==> config.mk <==
export PLATFORM = sky130hd
export DESIGN_NAME = cpu_bus_switch
export DESIGN_NICKNAME = d
export VERILOG_FILES = /design/src/rtl/cbsw_pkg.sv /design/src/rtl/cbsw_addr_offset.sv /design/src/rtl/cbsw_switch_decode.sv /design/src/rtl/cbsw_owner_flag.sv /design/src/rtl/cpu_bus_switch.sv
export SDC_FILE = /design/constraint.sdc
export NUM_CORES = 1
export LEC_CHECK = 0
export BUFFER_PORTS_ARGS = -buffer_cell sky130_fd_sc_hd__buf_2
export CAP_MARGIN = 20
export CELL_PAD_IN_SITES_DETAIL_PLACEMENT = 1
export CELL_PAD_IN_SITES_GLOBAL_PLACEMENT = 2
export CORE_MARGIN = 2
export CORE_UTILIZATION = 10
export DETAILED_ROUTE_END_ITERATION = 16
export GPL_TIMING_DRIVEN = 0
export PLACE_DENSITY = 0.91
export SETUP_SLACK_MARGIN = 0.4
export SLEW_MARGIN = 30
export SYNTH_ARGS = -nofsm -noshare
export SYNTH_HDL_FRONTEND = slang
export SYNTH_SLANG_ARGS = --single-unit
==> constraint.sdc <==
create_clock -name clk -period 1.48 [get_ports clk]
set_clock_uncertainty 0.05 [all_clocks]
set_input_delay 0.222 -clock clk [delete_from_list [all_inputs] [get_ports clk]]
set_output_delay 0.222 -clock clk [all_outputs]
set_load 0.01 [all_outputs]
==> src/rtl/cbsw_pkg.sv <==
package cbsw_pkg;
  typedef enum logic {
    OWN_PRI = 1'b0,
    OWN_SEC = 1'b1
  } owner_e;
endpackage

==> src/rtl/cbsw_addr_offset.sv <==
module cbsw_addr_offset #(
  parameter int unsigned ADDR_W = 16,
  parameter int unsigned OFFSET = 'h1000
) (
  input  logic [ADDR_W-1:0] addr_in,
  output logic [ADDR_W-1:0] addr_out
);
  localparam logic [ADDR_W-1:0] OFF_V = ADDR_W'(OFFSET);

  generate
    if (OFFSET == 0) begin : g_pass
      assign addr_out = addr_in;
    end else begin : g_add
      // sum wraps at the address width
      assign addr_out = addr_in + OFF_V;
    end
  endgenerate
endmodule

==> src/rtl/cbsw_switch_decode.sv <==
module cbsw_switch_decode #(
  parameter int unsigned ADDR_W = 16,
  parameter int unsigned WIN_LO = 'hDE00,
  parameter int unsigned WIN_HI = 'hDEFF
) (
  input  logic [ADDR_W-1:0] bus_addr,
  input  logic              bus_we,
  input  logic              xfer,
  input  logic              sel_bit,
  output logic              cmd_fire,
  output logic              cmd_release
);
  localparam logic [ADDR_W-1:0] LO_V = ADDR_W'(WIN_LO);
  localparam logic [ADDR_W-1:0] HI_V = ADDR_W'(WIN_HI);

  logic in_win;
  assign in_win      = (bus_addr >= LO_V) && (bus_addr <= HI_V);
  assign cmd_fire    = xfer && bus_we && in_win;
  assign cmd_release = sel_bit;
endmodule

==> src/rtl/cbsw_owner_flag.sv <==
module cbsw_owner_flag
  import cbsw_pkg::*;
(
  input  logic   clk,
  input  logic   rst_n,
  input  logic   cmd_fire,
  input  logic   cmd_release,
  output owner_e owner
);
  always_ff @(posedge clk or negedge rst_n) begin
    if (!rst_n) begin
      owner <= OWN_PRI;
    end else if (cmd_fire) begin
      owner <= cmd_release ? OWN_PRI : OWN_SEC;
    end
  end


  flag_hold_chk: assert property (@(posedge clk) disable iff (!rst_n)
    !cmd_fire |=> $stable(owner));


  flag_take_chk: assert property (@(posedge clk) disable iff (!rst_n)
    (cmd_fire && !cmd_release) |=> (owner == OWN_SEC));


  flag_give_chk: assert property (@(posedge clk) disable iff (!rst_n)
    (cmd_fire && cmd_release) |=> (owner == OWN_PRI));
endmodule

==> src/rtl/cpu_bus_switch.sv <==
module cpu_bus_switch
  import cbsw_pkg::*;
#(
  parameter int unsigned ADDR_W  = 16,
  parameter int unsigned DATA_W  = 8,
  parameter int unsigned OFFSET  = 'h1000,
  parameter int unsigned WIN_LO  = 'hDE00,
  parameter int unsigned WIN_HI  = 'hDEFF,
  parameter int unsigned SEL_BIT = 0
) (
  input  logic              clk,
  input  logic              rst_n,
  input  logic              pri_valid,
  output logic              pri_ready,
  input  logic [ADDR_W-1:0] pri_addr,
  input  logic [DATA_W-1:0] pri_wdata,
  input  logic              pri_we,
  output logic [DATA_W-1:0] pri_rdata,
  input  logic              sec_valid,
  output logic              sec_ready,
  input  logic [ADDR_W-1:0] sec_addr,
  input  logic [DATA_W-1:0] sec_wdata,
  input  logic              sec_we,
  output logic [DATA_W-1:0] sec_rdata,
  output logic              bus_valid,
  input  logic              bus_ready,
  output logic [ADDR_W-1:0] bus_addr,
  output logic [DATA_W-1:0] bus_wdata,
  output logic              bus_we,
  input  logic [DATA_W-1:0] bus_rdata,
  output logic              active_core
);
  localparam logic [ADDR_W-1:0] OFF_V = ADDR_W'(OFFSET);

  owner_e            owner;
  logic              sec_own;
  logic [ADDR_W-1:0] sec_bus_addr;
  logic              xfer;
  logic              cmd_fire;
  logic              cmd_release;

  assign sec_own = (owner == OWN_SEC);

  cbsw_addr_offset #(
    .ADDR_W (ADDR_W),
    .OFFSET (OFFSET)
  ) offset_i (
    .addr_in  (sec_addr),
    .addr_out (sec_bus_addr)
  );

  // request steering: only the owner reaches the bus
  always_comb begin
    if (sec_own) begin
      bus_valid = sec_valid;
      bus_addr  = sec_bus_addr;
      bus_wdata = sec_wdata;
      bus_we    = sec_we;
    end else begin
      bus_valid = pri_valid;
      bus_addr  = pri_addr;
      bus_wdata = pri_wdata;
      bus_we    = pri_we;
    end
  end

  assign pri_ready = !sec_own && bus_ready;
  assign sec_ready =  sec_own && bus_ready;
  assign pri_rdata = sec_own ? '0 : bus_rdata;
  assign sec_rdata = sec_own ? bus_rdata : '0;
  assign xfer      = bus_valid && bus_ready;

  cbsw_switch_decode #(
    .ADDR_W (ADDR_W),
    .WIN_LO (WIN_LO),
    .WIN_HI (WIN_HI)
  ) decode_i (
    .bus_addr    (bus_addr),
    .bus_we      (bus_we),
    .xfer        (xfer),
    .sel_bit     (bus_wdata[SEL_BIT]),
    .cmd_fire    (cmd_fire),
    .cmd_release (cmd_release)
  );

  cbsw_owner_flag owner_i (
    .clk         (clk),
    .rst_n       (rst_n),
    .cmd_fire    (cmd_fire),
    .cmd_release (cmd_release),
    .owner       (owner)
  );

  assign active_core = sec_own;


  one_ready_chk: assert property (@(posedge clk) disable iff (!rst_n)
    !(pri_ready && sec_ready));


  idle_bus_chk: assert property (@(posedge clk) disable iff (!rst_n)
    (!pri_valid && !sec_valid) |-> !bus_valid);


  sec_offset_chk: assert property (@(posedge clk) disable iff (!rst_n)
    (sec_ready && bus_valid) |-> ((bus_addr - sec_addr) == OFF_V));


  nonowner_rdata_chk: assert property (@(posedge clk) disable iff (!rst_n)
    (active_core ? pri_rdata : sec_rdata) == '0);
endmodule

==> results.json, run 1 <==
{
  "clock_latency_ns": 0,
  "synth_nets": 135,
  "coreArea_sq_um": 5510,
  "worst_path_largest_cell_delay_ns": 0.42,
  "vdd_ir_drop_max_mv": 0.148,
  "syn_to_final_growth_pct": 225,
  "maxSlewHeadroom_pct": 87.9,
  "worstMarginPinSlew_ns": 0.180,
  "worst-r2r-setup-slack_ns": 0.11,
  "drt_iter0_markers": 14,
  "hold_viol_final": 0,
  "fp.dieW_um": 79.4,
  "hp-class": "in -> async",
  "dp_hpwl_mm": 2.62,
  "postRouteAntennaNets": 0,
  "crit_chain": "buf_12 -> clkbuf_16 -> mux2_4 -> buf_6",
  "startpoint_type": "register",
  "die-height_um": 79.4,
  "startpoint_to_endpoint_class_of_the_critical_path": "reg -> out",
  "place_ws_ns": -0.0386,
  "crit_arrival_ns": 1.18,
  "largest_register_ff_count": 1,
  "grt_antenna_before_repair": 0,
  "max_cap_violations": 0,
  "initial_core_util_pct": 10.3,
  "ys_ff_latch": 1,
  "first_global_vias": 969,
  "worstSetupEndpointType": "primary output",
  "period_needed_ns": 1.45,
  "drc": 0,
  "cell_row_count": 27,
  "finalMaxSlewViolations": 0,
  "wire_per_inst_um": 12.7,
  "clkSlewWorstSetupHoldPaths_ns": 0,
  "cellPowerDensity_nw_per_um2": 249,
  "regMostFlops": "owner_i.owner",
  "finalSetupViolCount": 0,
  "run_status": "finished clean",
  "worst-path-max-fanout": 7,
  "total_die_area_sq_um": 6300,
  "share_of_final_layout_standard_cells_stronger_than_drive_strength_1_pct": 89.8,
  "fin_ws_ns": 0.0309,
  "placedInstanceArea_sq_um": 1360,
  "grt_overflow_total": 0,
  "seq_area_frac_synth_pct": 4.41,
  "required_ns": 1.21,
  "via_density": 3.80,
  "antenna_cells": 0,
  "drt_first_pass_iters": 2,
  "min_period_over_period_pct": 97.9,
  "synth.avg_cell_area_sq_um": 8.00,
  "post-route-cell-area_sq_um": 1850,
  "largest_registers": "owner_i.owner: 1 flops",
  "i_o_pin_count": 108,
  "detailroute.via_count": 983,
  "setup_repair_after_global_routing_missed_its_margin": "true",
  "mappedNetlistArea_sq_um": 568,
  "setup_tns_ns": 0,
  "worst_path_max_delay_cell": "dfrtp_2",
  "postSynthCellCount": 71,
  "p_leak_nw": 1.00,
  "utilization_pct": 33.5,
  "finish.net_count": 253,
  "grt_first_pass_wirelength_mm": 4.42,
  "numPortBuffers": 107,
  "grt_use_total_pct": 8.34,
  "final_wirelength_mm": 3.30,
  "globalplace.congestion": 0.658,
  "grt_start_max_net_pins": 11,
  "fmax_mhz": 690,
  "ys_types": 22,
  "yosys_warnings": 0
}
==> cell usage in the layout (no fill, tap or decap), types with 2 or more instances in the layout <==
master      n
nand4b_1    2
clkbuf_16   3
nor2b_1     5
mux2_4     22
nand2_2     2
nand2_1     5
buf_6      38
nor2b_2     2
nor2b_4     2
buf_2      70
and2_4      9
buf_4       4
buf_12      5
==> metal layers <==
metal | wire length, um | part of all wire [%] | GRT usage [%] | up-vias
met5 | 0 | 0 | 0 | -
met4 | 0 | 0 | 0 | 0
met3 | 195 | 5.9 | 0.792 | 0
met2 | 2020 | 61 | 17.8 | 44
met1 | 1080 | 33 | 9.20 | 458
li1 | - | - | - | 481
==> path summary, 6_finish.rpt <==
path / start / to / cells past startpoint
setup / recovery: owner_i.owner$_DFFE_PN0P_ / bus_addr[5] / 4
hold reg to reg: owner_i.owner$_DFFE_PN0P_ / owner_i.owner$_DFFE_PN0P_ / 3
hold / removal: rst_n / owner_i.owner$_DFFE_PN0P_ / 2
setup reg to reg: owner_i.owner$_DFFE_PN0P_ / owner_i.owner$_DFFE_PN0P_ / 5
min in group clk: pri_wdata[0] / owner_i.owner$_DFFE_PN0P_ / 3
max in group asynchronous: rst_n / owner_i.owner$_DFFE_PN0P_ / 2
==> where the power goes <==
| part | switching [mW] | internal, mW | leakage [nW] |
|---|---|---|---|
| combinational | 0.152 | 0.278 | 0.994 |
| sequential | 0.000910 | 0.0284 | 0.00849 |
| clock | 0 | 0 | 0 |
==> worst max-delay path: cells and delay by family, from the launching register on <==
family	cells	cell delay (ns)
flip-flops	1	0.42
buffers and inverters	3	0.44
multiplexers	1	0.30
==> cells in the mapped netlist <==
cell	n	area (sq um)
or3_1	1	6.26
nand4_1	1	6.26
o22ai_1	1	6.26
dfrtp_1	1	25.0
ha_1	1	12.5
inv_2	1	3.75
nand2b_1	1	6.26
mux2_1	21	236
nor2_1	2	7.51
nand2_1	7	26.3
xnor2_1	1	8.76
o31ai_1	1	7.51
mux2_2	1	11.3
a21oi_2	2	17.5
buf_2	5	25.0
mux2i_1	1	10.0
buf_4	1	7.51
xor2_1	1	8.76
and2_1	9	56.3
nor2b_1	9	56.3
nand4b_1	2	17.5
nand3_1	1	5.00
==> logic make-up (layout without fill, tap and decap cells) <==
family                   count (synthesis)  in the layout  share of synthesized area [%]
AO/OA/AOI/OAI                            4              4                           5.51
AND/OR/NAND/NOR                         33             33                           33.0
flip-flops                               1              1                           4.40
adder cells (fa/ha/maj)                  1              1                           2.20
multiplexers                            23             23                           45.4
XOR/XNOR                                 2              2                           3.08
buffers and inverters                    7            123                           6.39
==> layout make-up <==
class                      instances  area (sq um)
tap                               72          90.1
inverter                           1          6.26
multi-input combinational         63           714
fill                             651          3660
buffer                             6           111
sequential                         1          26.3
timing repair buffer             116           897
==> metrics by stage <==
| stage | cells | hold WS [ns] | power (mW) |
|---|---|---|---|
| 2_1_floorplan | 71 | -0.124 | 0.196 |
| 3_3_place_gp | 250 | -0.0519 | 0.338 |
| 5_1_grt | 259 | 0.515 | 0.489 |
| 6_report | 259 | 0.493 | 0.459 |
| 3_5_place_dp | 250 | -0.0502 | 0.346 |
| 4_1_cts | 253 | 0.485 | 0.359 |
==> repair_timing <==
| action | 4_1_cts | 5_1_grt |
|---|---|---|
| hold buffers | 1 | 0 |
| pin swaps | 3 | 4 |
| buffers inserted | 1 | 3 |
| gates resized for setup | 9 | 57 |
| gates cloned | 1 | 3 |
| setup endpoints to repair | 45 | 45 |
| hold endpoints to repair | 1 | 0 |
(Power assumes the default switching activity.)
==> run 2: changes to the inputs <==
--- a/config.mk
+++ b/config.mk
@@ -7,13 +7,11 @@
 export LEC_CHECK = 0
 export BUFFER_PORTS_ARGS = -buffer_cell sky130_fd_sc_hd__buf_2
 export CAP_MARGIN = 20
-export CELL_PAD_IN_SITES_DETAIL_PLACEMENT = 1
-export CELL_PAD_IN_SITES_GLOBAL_PLACEMENT = 2
 export CORE_MARGIN = 2
-export CORE_UTILIZATION = 10
+export CORE_UTILIZATION = 25
 export DETAILED_ROUTE_END_ITERATION = 16
 export GPL_TIMING_DRIVEN = 0
-export PLACE_DENSITY = 0.91
+export PLACE_DENSITY = 0.89
 export SETUP_SLACK_MARGIN = 0.4
 export SLEW_MARGIN = 30
 export SYNTH_ARGS = -nofsm -noshare
==> run 2 against run 1 <==
Net effect: die area is 58% lower; power shrank 16%; worst setup slack better by 0.026 ns; largest power group unchanged.
==> results.json, run 2 (synthesized netlist as in run 1, its figures left out) <==
{
  "hold_viol_final": 0,
  "share_of_final_layout_standard_cells_stronger_than_drive_strength_1_pct": 89.2,
  "startpoint_type": "register",
  "switching_share_pct": 35.6,
  "worst_path_largest_cell_delay_ns": 0.36,
  "cp_top_family": "buffers and inverters",
  "finalMaxSlewViolations": 0,
  "max_cap_violations": 0,
  "final_wirelength_mm": 3.03,
  "globalplace.congestion": 0.665,
  "run_status": "finished clean",
  "worst-path-buf-inv": 3,
  "p_sw_mw": 0.137,
  "coreArea_sq_um": 2170,
  "worst-path-max-fanout": 10,
  "fp.dieW_um": 51.7,
  "first_global_vias": 830,
  "grt_start_max_net_pins": 11,
  "layout.cells.most_common_list": "buf_2, mux2_4, buf_6",
  "hp-class": "in -> async",
  "worst-r2r-setup-slack_ns": 0.13,
  "setup_tns_ns": 0,
  "reg2regPathDepth": 6,
  "antenna_cells": 0,
  "clkSlewWorstSetupHoldPaths_ns": 0,
  "cell_row_count": 17,
  "largest_register_ff_count": 1,
  "finalSetupViolCount": 0,
  "regMostFlops": "owner_i.owner",
  "die-height_um": 51.7,
  "path_depth": 4,
  "grt_antenna_before_repair": 0,
  "grt_use_total_pct": 16.2,
  "area.sequential_sq_um": 25.0,
  "drc": 0,
  "area_taken_by_multi_input_logic_gates_sq_um": 704,
  "i_o_pin_count": 108,
  "setup_repair_after_global_routing_missed_its_margin": "true",
  "min_period_over_period_pct": 96.2,
  "crit_chain": "buf_6 -> buf_12 -> mux2_4 -> buf_2",
  "largest_registers": "owner_i.owner: 1 flops",
  "utilization_pct": 71.7,
  "startpoint_to_endpoint_class_of_the_critical_path": "reg -> out",
  "fmax_mhz": 703,
  "worstSetupEndpointType": "primary output",
  "layout.cells.most_common": "buf_2",
  "p_leak_nw": 0.924,
  "numPortBuffers": 107,
  "period_needed_ns": 1.42,
  "worst_flop_to_flop_path_endpoint": "owner_i.owner$_DFFE_PN0P_",
  "fin_total_pwr_mw": 0.385,
  "worstMarginPinSlew_ns": 0.198,
  "pwr-share-comb_pct": 92.5,
  "fin_worst_hold_slack_ns": 0.484,
  "intPower_mw": 0.248,
  "wire_per_inst_um": 14.1,
  "via_density": 4.64,
  "detailroute.via_count": 993,
  "syn_to_final_growth_pct": 174,
  "initial_core_util_pct": 26.2,
  "finish.net_count": 252,
  "maxSlewHeadroom_pct": 86.7,
  "drt_iter0_markers": 10,
  "seqPwrFrac_pct": 7.5,
  "cellPowerDensity_nw_per_um2": 248,
  "clockPowerShare_pct": 0,
  "drt_first_pass_iters": 3,
  "total_die_area_sq_um": 2670,
  "regToRegStartpoint": "owner_i.owner$_DFFE_PN0P_",
  "grt_overflow_total": 0,
  "grt_first_pass_wirelength_mm": 3.39,
  "crit_arrival_ns": 1.15,
  "postRouteAntennaNets": 0,
  "worst_path_max_delay_cell": "dfrtp_1",
  "clock_latency_ns": 0,
  "filler_cell_count": 171,
  "dp_hpwl_mm": 2.21,
  "required_ns": 1.21,
  "vdd_ir_drop_max_mv": 0.237
}
## run 2: changes by cell type in the layout (fill, tap and decap cells not counted), sizes merged
cell	before	now
clkbuf	3	1
buf	118	119
## run 2: power by group through the flow
stage               clock network, mW  registers [mW]  logic [mW]
floorplan                           0          0.0290       0.167
global placement                    0          0.0288       0.305
detailed placement                  0          0.0288       0.313
CTS                                 0          0.0288       0.329
global route                        0          0.0288       0.383
finish                              0          0.0288       0.357
## run 2: routing by layer
layer	wire [um]	GRT usage (%)	share of wire, %	up-vias
li1	-	-	-	480
met1	976	15.0	32	454
met2	1740	36.3	58	57
met3	278	2.59	9.2	2
met4	30	1.32	0.99	0
met5	0	0	0	-
## run 2: metrics by stage
stage	setup WS (ns)	cell area, sq um	cells
detailed placement	-0.0393	1310	206
finish	0.0567	1560	214
global placement	-0.00928	1310	206
global route	0.0306	1560	214
CTS	0.0646	1370	208
floorplan	0.164	736	71
## run 2: repair_timing
item,CTS,global route
resized for setup,9,24
hold endpoints to repair,1,0
setup endpoints to repair,45,45
pin swaps,2,4
buffers inserted,1,5
hold buffers,1,0
cloned,0,1
## run 2: area by class of cell
type                       count  area share (%)
multi-input combinational     63            45.3
timing repair buffer         115            44.9
buffer                         6            5.71
tap                           28            2.25
sequential                     1            1.61
inverter                       1           0.241
## run 2: how the worst max path moves through the flow
stage | start | endpoint | slack (ns)
2_1_floorplan | owner_i.owner$_DFFE_PN0P_ | bus_addr[10] | 0.16
3_3_place_gp | sec_addr[12] | owner_i.owner$_DFFE_PN0P_ | -0.009
3_5_place_dp | sec_addr[12] | owner_i.owner$_DFFE_PN0P_ | -0.04
4_1_cts | owner_i.owner$_DFFE_PN0P_ | bus_addr[8] | 0.06
5_1_grt | owner_i.owner$_DFFE_PN0P_ | bus_addr[3] | 0.03
6_report | owner_i.owner$_DFFE_PN0P_ | bus_addr[8] | 0.06
==> run 3: changes to the inputs <==
--- a/config.mk
+++ b/config.mk
@@ -8,10 +8,10 @@
 export BUFFER_PORTS_ARGS = -buffer_cell sky130_fd_sc_hd__buf_2
 export CAP_MARGIN = 20
 export CORE_MARGIN = 2
-export CORE_UTILIZATION = 25
+export CORE_UTILIZATION = 23
 export DETAILED_ROUTE_END_ITERATION = 16
 export GPL_TIMING_DRIVEN = 0
-export PLACE_DENSITY = 0.89
+export PLACE_DENSITY = 0.86
 export SETUP_SLACK_MARGIN = 0.4
 export SLEW_MARGIN = 30
 export SYNTH_ARGS = -nofsm -noshare
==> constraint.sdc (replaced) <==
create_clock -name clk -period 1.3 [get_ports clk]
set_clock_uncertainty 0.05 [all_clocks]
set_input_delay 0.195 -clock clk [delete_from_list [all_inputs] [get_ports clk]]
set_output_delay 0.195 -clock clk [all_outputs]
set_load 0.005 [all_outputs]
==> run 3 against run 2 <==
Net effect: the flow now finishes with violations (setup timing); critical endpoint is now bus_wdata[1]; critical path depth did not move; final cell count rose by 0.93%; largest power group unchanged; critical path type unchanged; worst hold slack got worse by 0.030 ns; combinational power rose by 20%; sequential cell count did not move.
==> results.json, run 3 (synthesized netlist as in run 1, its figures left out) <==
{
  "hp-class": "in -> async",
  "wire_per_inst_um": 13.3,
  "via_density": 4.54,
  "grt_antenna_before_repair": 0,
  "layout.cells.most_common_list": "buf_2, buf_6, mux2_4",
  "largest_registers": "owner_i.owner: 1 flops",
  "finish.net_count": 252,
  "worstSetupEndpointType": "primary output",
  "first_global_vias": 847,
  "regToRegStartpoint": "owner_i.owner$_DFFE_PN0P_",
  "period_needed_ns": 1.42,
  "syn_to_final_growth_pct": 194,
  "grt_overflow_total": 0,
  "drc": 0,
  "startpoint": "owner_i.owner$_DFFE_PN0P_",
  "setup_repair_after_global_routing_missed_its_margin": "true",
  "cellPowerDensity_nw_per_um2": 277,
  "clock_latency_ns": 0,
  "drt_first_pass_iters": 4,
  "postRouteAntennaNets": 0,
  "fp.dieW_um": 53.7,
  "worstMarginPinSlew_ns": 0.181,
  "total_die_area_sq_um": 2880,
  "die-height_um": 53.7,
  "crit_chain": "buf_6 -> buf_12 -> mux2_1 -> buf_2",
  "crit_arrival_ns": 1.17,
  "hold_viol_final": 0,
  "globalplace.congestion": 0.632,
  "worst-path-max-fanout": 10,
  "place_ws_ns": -0.188,
  "cell_row_count": 18,
  "violations": "setup timing",
  "dpl.cell_count": 208,
  "startpoint_type": "register",
  "run_status": "finished with violations",
  "grt_use_total_pct": 14.6,
  "fin_total_pwr_mw": 0.463,
  "maxSlewHeadroom_pct": 87.8,
  "layout.cells.most_common": "buf_2",
  "final_wirelength_mm": 2.88,
  "share_of_final_layout_standard_cells_stronger_than_drive_strength_1_pct": 86.0,
  "drt_iter0_markers": 6,
  "fmax_mhz": 706,
  "vdd_ir_drop_max_mv": 0.257,
  "min_period_over_period_pct": 109,
  "finish.cell_count_without_fillers": 216,
  "grt_first_pass_wirelength_mm": 3.28,
  "startpoint_to_endpoint_class_of_the_critical_path": "reg -> out",
  "grt_start_max_net_pins": 11,
  "finalMaxSlewViolations": 0,
  "worst_path_largest_cell_delay_ns": 0.40,
  "coreArea_sq_um": 2410,
  "initial_core_util_pct": 23.6,
  "clkSlewWorstSetupHoldPaths_ns": 0,
  "required_ns": 1.05,
  "regMostFlops": "owner_i.owner",
  "max_cap_violations": 0,
  "worst_path_max_delay_cell": "dfrtp_1",
  "detailroute.via_count": 980,
  "fin_ws_ns": -0.117,
  "largest_register_ff_count": 1,
  "i_o_pin_count": 108,
  "antenna_cells": 0,
  "finalSetupViolCount": 35,
  "numPortBuffers": 107,
  "dp_hpwl_mm": 2.02,
  "p_leak_nw": 0.959
}
## run 3: layout make-up
type	count	area, sq um
timing repair buffer	115	852
fill	201	738
multi-input combinational	63	664
buffer	6	83.8
tap	30	37.5
sequential	1	25.0
inverter	1	8.76
## run 3: worst max-delay path: cells and delay by family, from the launching register on
kind,cells,cell delay [ns]
buf+inv,3,0.46
flops,1,0.40
mux,1,0.31
## run 3: final timing paths
path	slack [ns]	to	depth (start not counted)
max	-0.12	bus_wdata[1]	4
min	0.45	owner_i.owner$_DFFE_PN0P_	2
max reg2reg	-0.06	owner_i.owner$_DFFE_PN0P_	6
min reg2reg	0.77	owner_i.owner$_DFFE_PN0P_	4
max in group asynchronous	0.66	owner_i.owner$_DFFE_PN0P_	2
min in group clk	0.49	owner_i.owner$_DFFE_PN0P_	3
## run 3: metal layers
metal | track usage, % | wire, um | up-vias | share of wire, %
met5 | 0 | 0 | - | 0
met4 | 0 | 0 | 0 | 0
met3 | 1.39 | 252 | 0 | 8.8
met2 | 33.1 | 1690 | 53 | 59
met1 | 14.2 | 929 | 449 | 32
li1 | - | - | 478 | -
## run 3: through the flow
| stage | utilization [%] | hold WS [ns] | TNS [ns] | area (sq um) |
|---|---|---|---|---|
| floorplan | - | -0.151 | 0 | 616 |
| detailed placement | 49.3 | -0.0776 | -2.40 | 1190 |
| global placement | 49.3 | -0.0789 | -2.38 | 1190 |
| finish | 69.4 | 0.453 | -2.63 | 1670 |
| global route | 69.4 | 0.467 | -4.16 | 1670 |
| CTS | 57.3 | 0.454 | -2.15 | 1380 |
## run 3: report_power, final
part           internal, mW  switching (mW)
clock                     0               0
combinational         0.291           0.139
sequential           0.0323        0.000807
## run 3: repair_timing
action / 4_1_cts / 5_1_grt
buffers inserted: 3 / 1
pin swaps: 3 / 6
endpoints found under the setup margin: 45 / 45
gates cloned: 1 / 2
endpoints found under the hold margin: 1 / 0
resized for setup: 34 / 49
hold buffers: 1 / 0
